==> config.mk <==
export PLATFORM = sky130hd
export DESIGN_NAME = irq_vector_unit
export DESIGN_NICKNAME = d
export VERILOG_FILES = /design/src/rtl/irqv_pkg.sv /design/src/rtl/irqv_pend_reg.sv /design/src/rtl/irqv_ctrl_reg.sv /design/src/rtl/irqv_filter.sv /design/src/rtl/irqv_vector.sv /design/src/rtl/irq_vector_unit.sv
export SDC_FILE = /design/constraint.sdc
export NUM_CORES = 1
export LEC_CHECK = 0
export ABC_AREA = 1
export BUFFER_PORTS_ARGS = -buffer_cell sky130_fd_sc_hd__buf_2
export CAP_MARGIN = 20
export CORE_ASPECT_RATIO = 0.8
export CORE_UTILIZATION = 30
export DETAILED_ROUTE_END_ITERATION = 10
export PLACE_DENSITY = 0.54
export RECOVER_POWER = 100
export SLEW_MARGIN = 10
export SYNTH_ARGS = -nofsm -noshare
export SYNTH_HDL_FRONTEND = slang
export SYNTH_SLANG_ARGS = --single-unit
==> constraint.sdc <==
create_clock -name clk_i -period 1.9 [get_ports clk_i]
set_clock_uncertainty 0.1 [all_clocks]
set_input_delay 0.19 -clock clk_i [delete_from_list [all_inputs] [get_ports clk_i]]
set_output_delay 0.19 -clock clk_i [all_outputs]
set_load 0.01 [all_outputs]
==> src/rtl/irqv_pkg.sv <==
package irqv_pkg;
  localparam int unsigned NLVL     = 16;
  localparam int unsigned LVL_W    = $clog2(NLVL);
  localparam int unsigned ADDR_W   = 16;
  localparam logic [ADDR_W-1:0] IC_BASE  = 16'h0400;
  localparam int unsigned IC_SHIFT = 2;
  localparam logic [ADDR_W-1:0] PTR_BASE = 16'h0020;
  localparam int unsigned PTR_SHIFT = 1;
  // levels that ignore the mask bit
  localparam logic [NLVL-1:0] NOMASK_SET = 16'h0021;
  // levels that ignore the global enable
  localparam logic [NLVL-1:0] NODIS_SET  = 16'h0023;

  typedef enum logic [1:0] {
    CLS_ALWAYS = 2'd0,
    CLS_MASK   = 2'd1,
    CLS_FULL   = 2'd2
  } lvl_class_e;

  typedef struct packed {
    logic              valid;
    logic [LVL_W-1:0]  level;
    logic [ADDR_W-1:0] ic_addr;
    logic [ADDR_W-1:0] link_addr;
    logic [ADDR_W-1:0] svc_addr;
  } vec_out_t;
endpackage

==> src/rtl/irqv_pend_reg.sv <==
module irqv_pend_reg #(
  parameter int unsigned NLVL  = 16,
  parameter int unsigned LVL_W = $clog2(NLVL)
) (
  input  logic             clk_i,
  input  logic             rst_ni,
  input  logic [NLVL-1:0]  req_i,
  input  logic             ack_i,
  input  logic [LVL_W-1:0] ack_level_i,
  output logic [NLVL-1:0]  pend_o
);
  logic [NLVL-1:0] ack_vec;

  always_comb begin
    ack_vec = '0;
    if (ack_i) ack_vec[ack_level_i] = 1'b1;
  end

  // a fresh request beats a clear of the same level
  always_ff @(posedge clk_i or negedge rst_ni) begin
    if (!rst_ni) pend_o <= '0;
    else         pend_o <= (pend_o & ~ack_vec) | req_i;
  end
endmodule

==> src/rtl/irqv_ctrl_reg.sv <==
module irqv_ctrl_reg #(
  parameter int unsigned NLVL = 16
) (
  input  logic            clk_i,
  input  logic            rst_ni,
  input  logic            mask_we_i,
  input  logic [NLVL-1:0] mask_wdata_i,
  input  logic            en_set_i,
  input  logic            en_clr_i,
  output logic [NLVL-1:0] mask_o,
  output logic            gie_o
);
  always_ff @(posedge clk_i or negedge rst_ni) begin
    if (!rst_ni) begin
      mask_o <= '0;
      gie_o  <= 1'b0;
    end else begin
      if (mask_we_i) mask_o <= mask_wdata_i;
      if (en_clr_i)      gie_o <= 1'b0;
      else if (en_set_i) gie_o <= 1'b1;
    end
  end
endmodule

==> src/rtl/irqv_filter.sv <==
module irqv_filter
  import irqv_pkg::*;
#(
  parameter int unsigned     NLVL       = 16,
  parameter logic [NLVL-1:0] NOMASK_SET = 16'h0021,
  parameter logic [NLVL-1:0] NODIS_SET  = 16'h0023
) (
  input  logic [NLVL-1:0] pend_i,
  input  logic [NLVL-1:0] mask_i,
  input  logic            gie_i,
  output logic [NLVL-1:0] elig_o
);
  for (genvar g = 0; g < NLVL; g++) begin : g_lvl
    localparam lvl_class_e CLS = NOMASK_SET[g] ? CLS_ALWAYS :
                                 NODIS_SET[g]  ? CLS_MASK   : CLS_FULL;
    if (CLS == CLS_ALWAYS) begin : g_always
      assign elig_o[g] = pend_i[g];
    end else if (CLS == CLS_MASK) begin : g_mask
      assign elig_o[g] = pend_i[g] & mask_i[g];
    end else begin : g_full
      assign elig_o[g] = pend_i[g] & mask_i[g] & gie_i;
    end
  end
endmodule

==> src/rtl/irqv_vector.sv <==
module irqv_vector
  import irqv_pkg::*;
#(
  parameter int unsigned       NLVL      = 16,
  parameter int unsigned       LVL_W     = $clog2(NLVL),
  parameter int unsigned       ADDR_W    = 16,
  parameter logic [ADDR_W-1:0] IC_BASE   = 16'h0400,
  parameter int unsigned       IC_SHIFT  = 2,
  parameter logic [ADDR_W-1:0] PTR_BASE  = 16'h0020,
  parameter int unsigned       PTR_SHIFT = 1
) (
  input  logic              clk_i,
  input  logic              rst_ni,
  input  logic [NLVL-1:0]   elig_i,
  output logic              valid_o,
  output logic [LVL_W-1:0]  level_o,
  output logic [ADDR_W-1:0] ic_addr_o,
  output logic [ADDR_W-1:0] link_addr_o,
  output logic [ADDR_W-1:0] svc_addr_o
);
  logic              hit;
  logic [LVL_W-1:0]  win;
  logic [ADDR_W-1:0] lvl_ext, ic_n, link_n;

  // lowest number wins: scan down so the last hit is the smallest
  always_comb begin
    hit = 1'b0;
    win = '0;
    for (int i = NLVL - 1; i >= 0; i--) begin
      if (elig_i[i]) begin
        hit = 1'b1;
        win = LVL_W'(i);
      end
    end
  end

  assign lvl_ext = ADDR_W'(win);
  assign ic_n    = IC_BASE  + (lvl_ext << IC_SHIFT);
  assign link_n  = PTR_BASE + (lvl_ext << PTR_SHIFT);

  always_ff @(posedge clk_i or negedge rst_ni) begin
    if (!rst_ni) begin
      valid_o     <= 1'b0;
      level_o     <= '0;
      ic_addr_o   <= '0;
      link_addr_o <= '0;
      svc_addr_o  <= '0;
    end else if (hit) begin
      valid_o     <= 1'b1;
      level_o     <= win;
      ic_addr_o   <= ic_n;
      link_addr_o <= link_n;
      svc_addr_o  <= link_n | ADDR_W'(1);
    end else begin
      valid_o     <= 1'b0;
      level_o     <= '0;
      ic_addr_o   <= '0;
      link_addr_o <= '0;
      svc_addr_o  <= '0;
    end
  end
endmodule

==> src/rtl/irq_vector_unit.sv <==
module irq_vector_unit
  import irqv_pkg::*;
#(
  parameter int unsigned       N_LVL   = irqv_pkg::NLVL,
  parameter int unsigned       L_W     = $clog2(N_LVL),
  parameter int unsigned       A_W     = irqv_pkg::ADDR_W,
  parameter logic [A_W-1:0]    IC_B    = irqv_pkg::IC_BASE,
  parameter logic [A_W-1:0]    PTR_B   = irqv_pkg::PTR_BASE,
  parameter logic [N_LVL-1:0]  NOMASK  = irqv_pkg::NOMASK_SET,
  parameter logic [N_LVL-1:0]  NODIS   = irqv_pkg::NODIS_SET
) (
  input  logic             clk_i,
  input  logic             rst_ni,
  input  logic [N_LVL-1:0] req_i,
  input  logic             ack_i,
  input  logic [L_W-1:0]   ack_level_i,
  input  logic             mask_we_i,
  input  logic [N_LVL-1:0] mask_wdata_i,
  input  logic             en_set_i,
  input  logic             en_clr_i,
  output logic             irq_valid_o,
  output logic [L_W-1:0]   irq_level_o,
  output logic [A_W-1:0]   ic_addr_o,
  output logic [A_W-1:0]   link_addr_o,
  output logic [A_W-1:0]   svc_addr_o
);
  logic [N_LVL-1:0] pend, mask, elig;
  logic             gie;

  irqv_pend_reg #(.NLVL(N_LVL), .LVL_W(L_W)) u_pend (
    .clk_i, .rst_ni, .req_i, .ack_i, .ack_level_i, .pend_o(pend)
  );

  irqv_ctrl_reg #(.NLVL(N_LVL)) u_ctrl (
    .clk_i, .rst_ni, .mask_we_i, .mask_wdata_i, .en_set_i, .en_clr_i,
    .mask_o(mask), .gie_o(gie)
  );

  irqv_filter #(.NLVL(N_LVL), .NOMASK_SET(NOMASK), .NODIS_SET(NODIS)) u_filt (
    .pend_i(pend), .mask_i(mask), .gie_i(gie), .elig_o(elig)
  );

  irqv_vector #(
    .NLVL(N_LVL), .LVL_W(L_W), .ADDR_W(A_W),
    .IC_BASE(IC_B), .IC_SHIFT(irqv_pkg::IC_SHIFT),
    .PTR_BASE(PTR_B), .PTR_SHIFT(irqv_pkg::PTR_SHIFT)
  ) u_vec (
    .clk_i, .rst_ni, .elig_i(elig),
    .valid_o(irq_valid_o), .level_o(irq_level_o),
    .ic_addr_o, .link_addr_o, .svc_addr_o
  );
endmodule

Word level (Yosys, flattened, before mapping)
Cells that the tools add are included.
Widths: inputs -> output; s select.

storage, ports and cells
  register bits = 86
  bits in latches = 0
  memory bits (writable) = 0
  ROM bits = 0
  memories = 0

cells by class
  add/sub/neg operators = 2
  multipliers = 0
  div/mod/pow operators = 0
  order comparisons = 2
  eq/ne operators = 0
  shift-type cells = 0
  mux-type cells = 42
  bitwise logic cells = 30
  reductions and logical operators = 2

operators by type and width
  operator               count
  $mux 4                 17
  $mux 16                4
  $and 1x1->1            27
  $mux 1                 20
  $and 16x16->16         1
  $not 16->16            1
  $or 16x16->16          1
  $add 11x6->12 const A  1
  $add 6x5->7 const A    1
  $lt 4x5->1 const B     1
  $demux 1 s4            1
  $ge 4x1->1 const B     1
  $reduce_bool 2->1      1
  $logic_and 1x1->1      1

Logic depth before layout (Yosys ltp)
Gate-level depths: netlist of run 1.

  word-level depth = 20
  depth in mapped cells = 16
  gate-level depth less buffers = 16

Modules after synthesis
Synthesis of run 1 repeated with hierarchy kept, for this count alone.

unflattened totals
  cell total of the unflattened synthesis = 314
  area total of the unflattened synthesis = 2288.4 sq um

modules (own cells, without submodules)
  module         instances  cells each  area each (sq um)  seq. area each (sq um)
  irqv_pend_reg  1          97          734.5              400.4
  irqv_vector    1          102         694.4              125.1
  irqv_ctrl_reg  1          71          676.9              425.4
  irqv_filter    1          44          182.7              0.0

Least setup slack after synthesis of run 1
No wires, ideal clock.

  path type = register to register
  start = register u_ctrl.gie_o
  end = register u_vec.level_o[0]
  arrival time = 1196 ps
  data required time = 1727 ps
  slack = 531 ps
  stages on the path, launching flop included = 14
  buffers on the path = 1
  clock period less this slack = 1369 ps
  cells stage by stage = dfrtp_1 buf_4 nand3_2 nand2_1 nand2_1 nand2_1 nand2_1 nand2_1 nand2_1 nand2_1 nand2_1 nand2_1 nand2_1 a21oi_2

between the ends
  longest elaborated chain between the ends = 18
  elaborated cells on any way between the ends = 46
  those cells by class = mux: 33; bitwise: 13

ends and longest elaborated chain
  what                                            RTL line             text
  start: declaration                              irqv_ctrl_reg.sv:11  output logic gie_o
  start signal: assignment                        irqv_ctrl_reg.sv:16  gie_o <= 1'b0;
  start signal: assignment                        irqv_ctrl_reg.sv:19  if (en_clr_i) gie_o <= 1'b0;
  start signal: assignment                        irqv_ctrl_reg.sv:20  else if (en_set_i) gie_o <= 1'b1;
  $and 1x1->1                                     irqv_filter.sv:21    assign elig_o[g] = pend_i[g] & mask_i[g] & gie_i;
  $mux 4 or $mux 1 (tied branches) (16 in a row)  irqv_vector.sv:30    if (elig_i[i]) begin
  $mux 4 (*)                                      irqv_vector.sv:48    end else if (hit) begin
  end signal: assignment                          irqv_vector.sv:50    level_o <= win;
  end: declaration                                irqv_vector.sv:16    output logic [LVL_W-1:0] level_o,

Mark *: on every way between the ends. The rest lies on a longest branch, timed or not.
A chain may end at the register's enable or synchronous reset.

Final worst setup path of run 1
Same ends and word-level chain as after synthesis.

==> reports/metrics.csv, run 1 <==
metric,value,unit
place_area,0.00215,sq mm
io_buffers,60,
power_density,671,mW/mm^2
syn_area,0.00199,sq mm
worstPathCellList,"inv_1, nor2_1, nand2_1, nand2_1, nand2_1, nand2_1, nand2_1, nand2_1, nand2_1, nand2_1, nand2_1, nand2_1, nand2_1, nand2_1, nand2_1, a21oi_2",
syn-mean-instance-area,9.22,sq um
hold_viol,0,
crit_arrival,1680,ps
grt_pass1_vias,1342,
ff2ff_setup_slack,320,ps
end_kind,flip-flop,
async_flop_share,1.00,
path_common_cell,nand2_1,
fmax,634,MHz
drive_above_1_share,0.246,
netlist_instances,216,
start_util,0.311,
vias_per_cell,3.98,
grt_overflow,0,
row_count,26,
cts_root_buf,clkbuf_8,
cts_tree,done,
hold_path_depth,3,
clock_path_buffers,2,
antenna_left,0,
cts_resized,0,
cp_slowest_cell,dfrtp_1,
synth-edff-count,0,
finalNetCount,323,
drc,0,
status,"complete, no violations",
r2r-start,u_ctrl.gie_o,
drt_iter0_drc,46,
die_w,93.1,um
clock_latency,280,ps
core_area,0.00641,sq mm
hp-class,in -> reg,
cts_setup_buffers,0,
synth_cell_types,23,
r2r_end,u_vec.level_o[0],
startpoint_type,flip-flop,
dieArea,0.00697,sq mm
clk_pin_slew,60,ps
placedCellCount,342,
slew_viol_final,0,
yosysSeqAreaShare,0.453,
grt_max_degree,37,
slowest_delay,440,ps
io_pins,95,
vias,1453,
finalSetupViolCount,0,
yosys_warnings,0,
place_hpwl,2920,um
die_h,74.9,um
numCtsBuffers,5,
drt_pass1_iterations,4,
antenna_cells,0,
stdcell_count,365,
crit_required,2000,ps
wl_per_cell,10.2,um
grt_usage,0.116,
path_max_fanout,6,
hold-path-endpoint,u_pend.pend_o[11],
tns,0,ps
area_growth_syn_to_layout,18.0,%
routed_wl,3720,um
power.leakage,1.14,nW
cts_sinks,36,
min_from,req_i[11],
drv_cap,0,
cts_max_level,2,
post-route-util,0.367,
grt_pass1_wl,6100,um
worst_pin_slew,889,ps
synth_seq_cells,36,
period_needed,1580,ps
vdd_drop_max,0.288,mV
place_congestion,0.834,
design_area,0.00235,sq mm
ys.flop_type,dfrtp_1,
rr_worst_depth,16,
antenna_found_initial,0,
slew_headroom,0.407,
rsz0062_at_grt,no,
fin_crit_sh,0.831,
crit_type,reg -> reg,
-- stage by stage --
| stage | power (mW) | setup WS [ps] | hold WS (ps) |
|---|---|---|---|
| finish | 1.58 | 322 | 12.3 |
| global route | 1.68 | 159 | 24.2 |
| CTS | 1.61 | 326 | 0.625 |
| detailed placement | 1.08 | 344 | 219 |
| global placement | 1.08 | 351 | 221 |
| floorplan | 1.05 | 531 | -206 |
-- layer usage --
metal  part of all wire  GRT usage
met5                  0          0
met4              0.015     0.0410
met3              0.059     0.0343
met2               0.43      0.190
met1               0.50      0.149
-- cells in the final DEF, fill, tap and decap left out, types with 5 or more instances in the layout --
cell,netlist,routed
nand2_1,41,41
buf_2,1,37
dfrtp_1,36,36
conb_1,1,32
clkbuf_1,0,23
inv_1,22,22
dlygate4sd3_1,0,16
o21ai_0,13,14
mux2_2,14,14
nand3_1,8,9
nor2_1,8,9
nand3_2,9,8
clkbuf_8,0,5
-- flip-flops by register name, summed over array words and instances, names as in the netlist --
signal and flops:
u_ctrl.mask_o 14, u_ctrl.gie_o 1, u_vec.ic_addr_o 1, u_pend.pend_o 16, u_vec.svc_addr_o 1, u_vec.level_o 3
-- logic make-up (layout without fill, tap and decap cells) --
family,Yosys count,in the layout,share of synthesized area
mux,14,14,0.0792
simple gates,71,71,0.173
buf+inv,72,106,0.229
compound gates,22,22,0.0641
other cells,1,32,0.00188
flops,36,36,0.453
-- how the worst max path moves through the flow --
stage                     slack (ps)         start                to  depth (start not counted)
after global placement           350  u_ctrl.gie_o  u_vec.level_o[0]                         16
after detailed placement         340  u_ctrl.gie_o  u_vec.level_o[0]                         13
after global routing             160  u_ctrl.gie_o  u_vec.level_o[0]                         16
after floorplan                  530  u_ctrl.gie_o  u_vec.level_o[0]                         13
after CTS                        330  u_ctrl.gie_o  u_vec.level_o[0]                         16
final                            320  u_ctrl.gie_o  u_vec.level_o[0]                         16
-- worst max-delay path, delay by kind of cell, from the launching register on --
kind | cells | cell delay [ps]
buffers and inverters | 1 | 60
flip-flops | 1 | 440
AO/OA/AOI/OAI | 1 | 120
AND/OR/NAND/NOR | 14 | 780
-- area by class of cell --
class                      count  area (sq um)
clock buffer                   6          72.6
clock inverter                 1          5.00
fill                         699          4060
inverter                      22          82.6
multi-input combinational    139           743
sequential                    36           901
tap                           84           105
timing repair buffer          77           440
-- power breakdown --
part | switching, mW | internal (mW)
combinational | 0.138 | 0.116
clock | 0.240 | 0.249
sequential | 0.0287 | 0.806
total | 0.406 | 1.17
-- Yosys cell counts (2+ instances only) --
library cell | n | share of area
buf_4 | 49 | 0.18
dfrtp_1 | 36 | 0.45
inv_1 | 22 | 0.041
o21ai_0 | 13 | 0.033
nand3_1 | 8 | 0.020
nand3_2 | 9 | 0.045
o21bai_1 | 2 | 0.0075
nand2_1 | 41 | 0.077
nor2_1 | 8 | 0.015
mux2_2 | 14 | 0.079
o31ai_1 | 2 | 0.0075
-- timing repair --
| action | 4_1_cts | 5_1_grt |
|---|---|---|
| endpoints found under the hold margin | 51 | 0 |
| hold buffers | 16 | 0 |
| endpoints found under the setup margin | 0 | 0 |
No activity file was read; power rests on OpenSTA's default activity.
==> run 2, diff against run 1 <==
ABC_AREA = 0   (was 1)
clock period = 1.6 ns   (was 1.9 ns; I/O delays follow)
==> reports/metrics.csv, run 2 <==
metric,value,unit,change
vias,1538,,+5.8%
wl_per_cell,11.8,um,+16%
grt_pass1_vias,1355,,+0.97%
status,"complete, but fails checks",,
die_h,74.4,um,-0.65%
drv_cap,0,,unchanged
synth_cell_types,30,,+30%
startpoint_type,flip-flop,,
row_count,25,,-3.8%
slew_headroom,0.400,,-0.00783
vdd_drop_max,0.370,mV,+28%
slew_viol_final,0,,unchanged
die_w,92.5,um,-0.65%
cp_slowest_cell,dfrtp_1,,
end_kind,flip-flop,,
syn_area,0.00196,sq mm,-1.3%
reg.largest.list,"u_pend.pend_o (16), u_ctrl.mask_o (14), u_vec.level_o (3)",,
regMostFlops,u_pend.pend_o,,
power.leakage,1.09,nW,-4.1%
clock_path_buffers,2,,unchanged
rsz0062_at_grt,yes,,
synth-edff-count,0,,unchanged
fin_crit_sh,1.00,,+0.172
synth_area_leaders,"dfrtp_1 (46%), buf_4 (19%), mux2_2 (8.0%)",,
final_cell_mix,"buf_2 (38), dfrtp_1 (35), conb_1 (32), dlygate4sd3_1 (30), clkbuf_1 (28)",,
dieArea,0.00688,sq mm,-1.3%
finalNetCount,318,,-1.5%
finalSetupViolCount,1,,+1
stdcell_count,358,,-1.9%
timing.hold.ws,13.8,ps,+1.52 ps
clk_pin_slew,80,ps,+20 ps
io_pins,95,,unchanged
path_max_fanout,2,,-4
grt_overflow,0,,unchanged
synth_common_cells,"buf_4 (49), dfrtp_1 (36), nand2_1 (18)",,
drc,0,,unchanged
grt_usage,0.128,,+0.0120
drt_pass1_iterations,4,,unchanged
cts_sinks,36,,unchanged
rr_worst_depth,4,,-12
hold_path_depth,2,,-1
vias_per_cell,4.30,,+7.9%
area_growth_syn_to_layout,28.7,%,
slowest_delay,380,ps,-60 ps
violations,negative setup slack,,
crit_required,1670,ps,-330 ps
mostFrequentLayoutCell,buf_2,,
cts_max_level,2,,unchanged
placedCellCount,319,,-6.7%
hold_viol,0,,unchanged
numCtsBuffers,5,,unchanged
tns,-3.60,ps,-3.60 ps
cts_root_buf,clkbuf_8,,
synth_top_area_frac,0.459,,+0.00605
syn-mean-instance-area,10.4,sq um,+13%
antenna_left,0,,unchanged
fmax,624,MHz,-1.6%
hp-class,in -> reg,,
crit_arrival,1680,ps,about the same
antenna_found_initial,0,,unchanged
yosysSeqAreaShare,0.459,,+0.00605
yosysTopAreaCell,dfrtp_1,,
core_area,0.00610,sq mm,-4.8%
io_buffers,60,,unchanged
start_util,0.322,,+0.0114
report.power.total,1.98,mW,+25%
cts_tree,done,,
place_hpwl,3160,um,+8.1%
drive_above_1_share,0.256,,+0.0108
grt_max_degree,37,,unchanged
synth_xor_area_frac,0,,unchanged
power_density,782,mW/mm^2,+17%
drt_iter0_drc,34,,-26%
netlist_instances,189,,-13%
synth_mux_area_frac,0.0803,,+0.00106
dp_slack,-43.8,ps,-388 ps
place_congestion,0.805,,-3.4%
synth_seq_cells,36,,unchanged
grt_pass1_wl,6520,um,+6.9%
routed_wl,4220,um,+14%
largest_register_ffs,16,,unchanged
post-synth-top-count-cell,buf_4,,
ys.flop_type,dfrtp_1,,
synth_top_family_by_area,buffers and inverters,,
crit_type,reg -> reg,,
synth_simple_gate_area_frac,0.131,,-0.0429
worst_pin_slew,901,ps,+11.7 ps
synth_compound_area_frac,0.135,,+0.0709
antenna_cells,0,,unchanged
async_flop_share,1.00,,unchanged
synthAdderAreaFrac,0,,unchanged
clock_latency,300,ps,+20 ps
setup_ws,-3.60,ps,-325 ps
period_needed,1600,ps,+25.3 ps
worstPathCellList,"a22o_1, a221oi_2, nand3_1, or3b_1",,
yosys_warnings,0,,unchanged
## run 2: routing by layer
metal  routed length (um)  track usage
met1                 2200        0.194
met3                  334       0.0317
met4                   72       0.0521
met2                 1610        0.172
met5                    0            0
## run 2: what timing repair did
| item | CTS | global route |
|---|---|---|
| endpoints found under the hold margin | 64 | 0 |
| pin swaps | 1 | 5 |
| hold buffers | 30 | 0 |
| endpoints found under the setup margin | 3 | 3 |
| setup buffers | 1 | 0 |
| resized for setup | 2 | 2 |
| gates cloned | 0 | 0 |
## run 2: stage by stage
stage	area [sq um]	utilization
3_5_place_dp	2180	0.357
4_1_cts	2570	0.422
3_3_place_gp	2180	0.357
2_1_floorplan	2080	-
6_report	2530	0.414
5_1_grt	2530	0.414
## run 2: kinds of logic after synthesis
kind of cell,Yosys count
AOI/OAI and AO/OA,37
buffers and inverters,52
DFF,36
muxes,14
other,1
and+or+nand+nor,49
## run 2: power breakdown
part | switching, mW | internal, mW | total [mW]
logic | 0.163 | 0.173 | 0.336
clock network | 0.341 | 0.303 | 0.645
registers | 0.0388 | 0.957 | 0.996
total | 0.543 | 1.43 | 1.98
## run 2: final cells by class
class                   instances  area, sq um
clock buffers                   5         68.8
flip-flops and latches         36          902
repair buffers                101          631
well taps                      81          101
clock inverters                 3         18.8
fillers                       657         3570
multi-input cells             132          806
## run 2: critical path, delay by kind of cell, from the launching register on
kind	cells	cell delay [ps]
flip-flops	1	380
AO/OA/AOI/OAI	2	530
AND/OR/NAND/NOR	2	470
## run 2: path summary, 6_finish.rpt
kind / from / end / slack (ps)
worst max-delay path: u_ctrl.mask_o[3] / u_vec.svc_addr_o[0] / -4
max in group asynchronous: rst_ni / u_ctrl.gie_o / 270
worst min register to register: u_pend.pend_o[12] / u_pend.pend_o[12] / 380
worst max register to register: u_ctrl.mask_o[3] / u_vec.svc_addr_o[0] / -4
worst min-delay path: mask_wdata_i[1] / u_ctrl.mask_o[1] / 10
min in group asynchronous: rst_ni / u_pend.pend_o[10] / 510
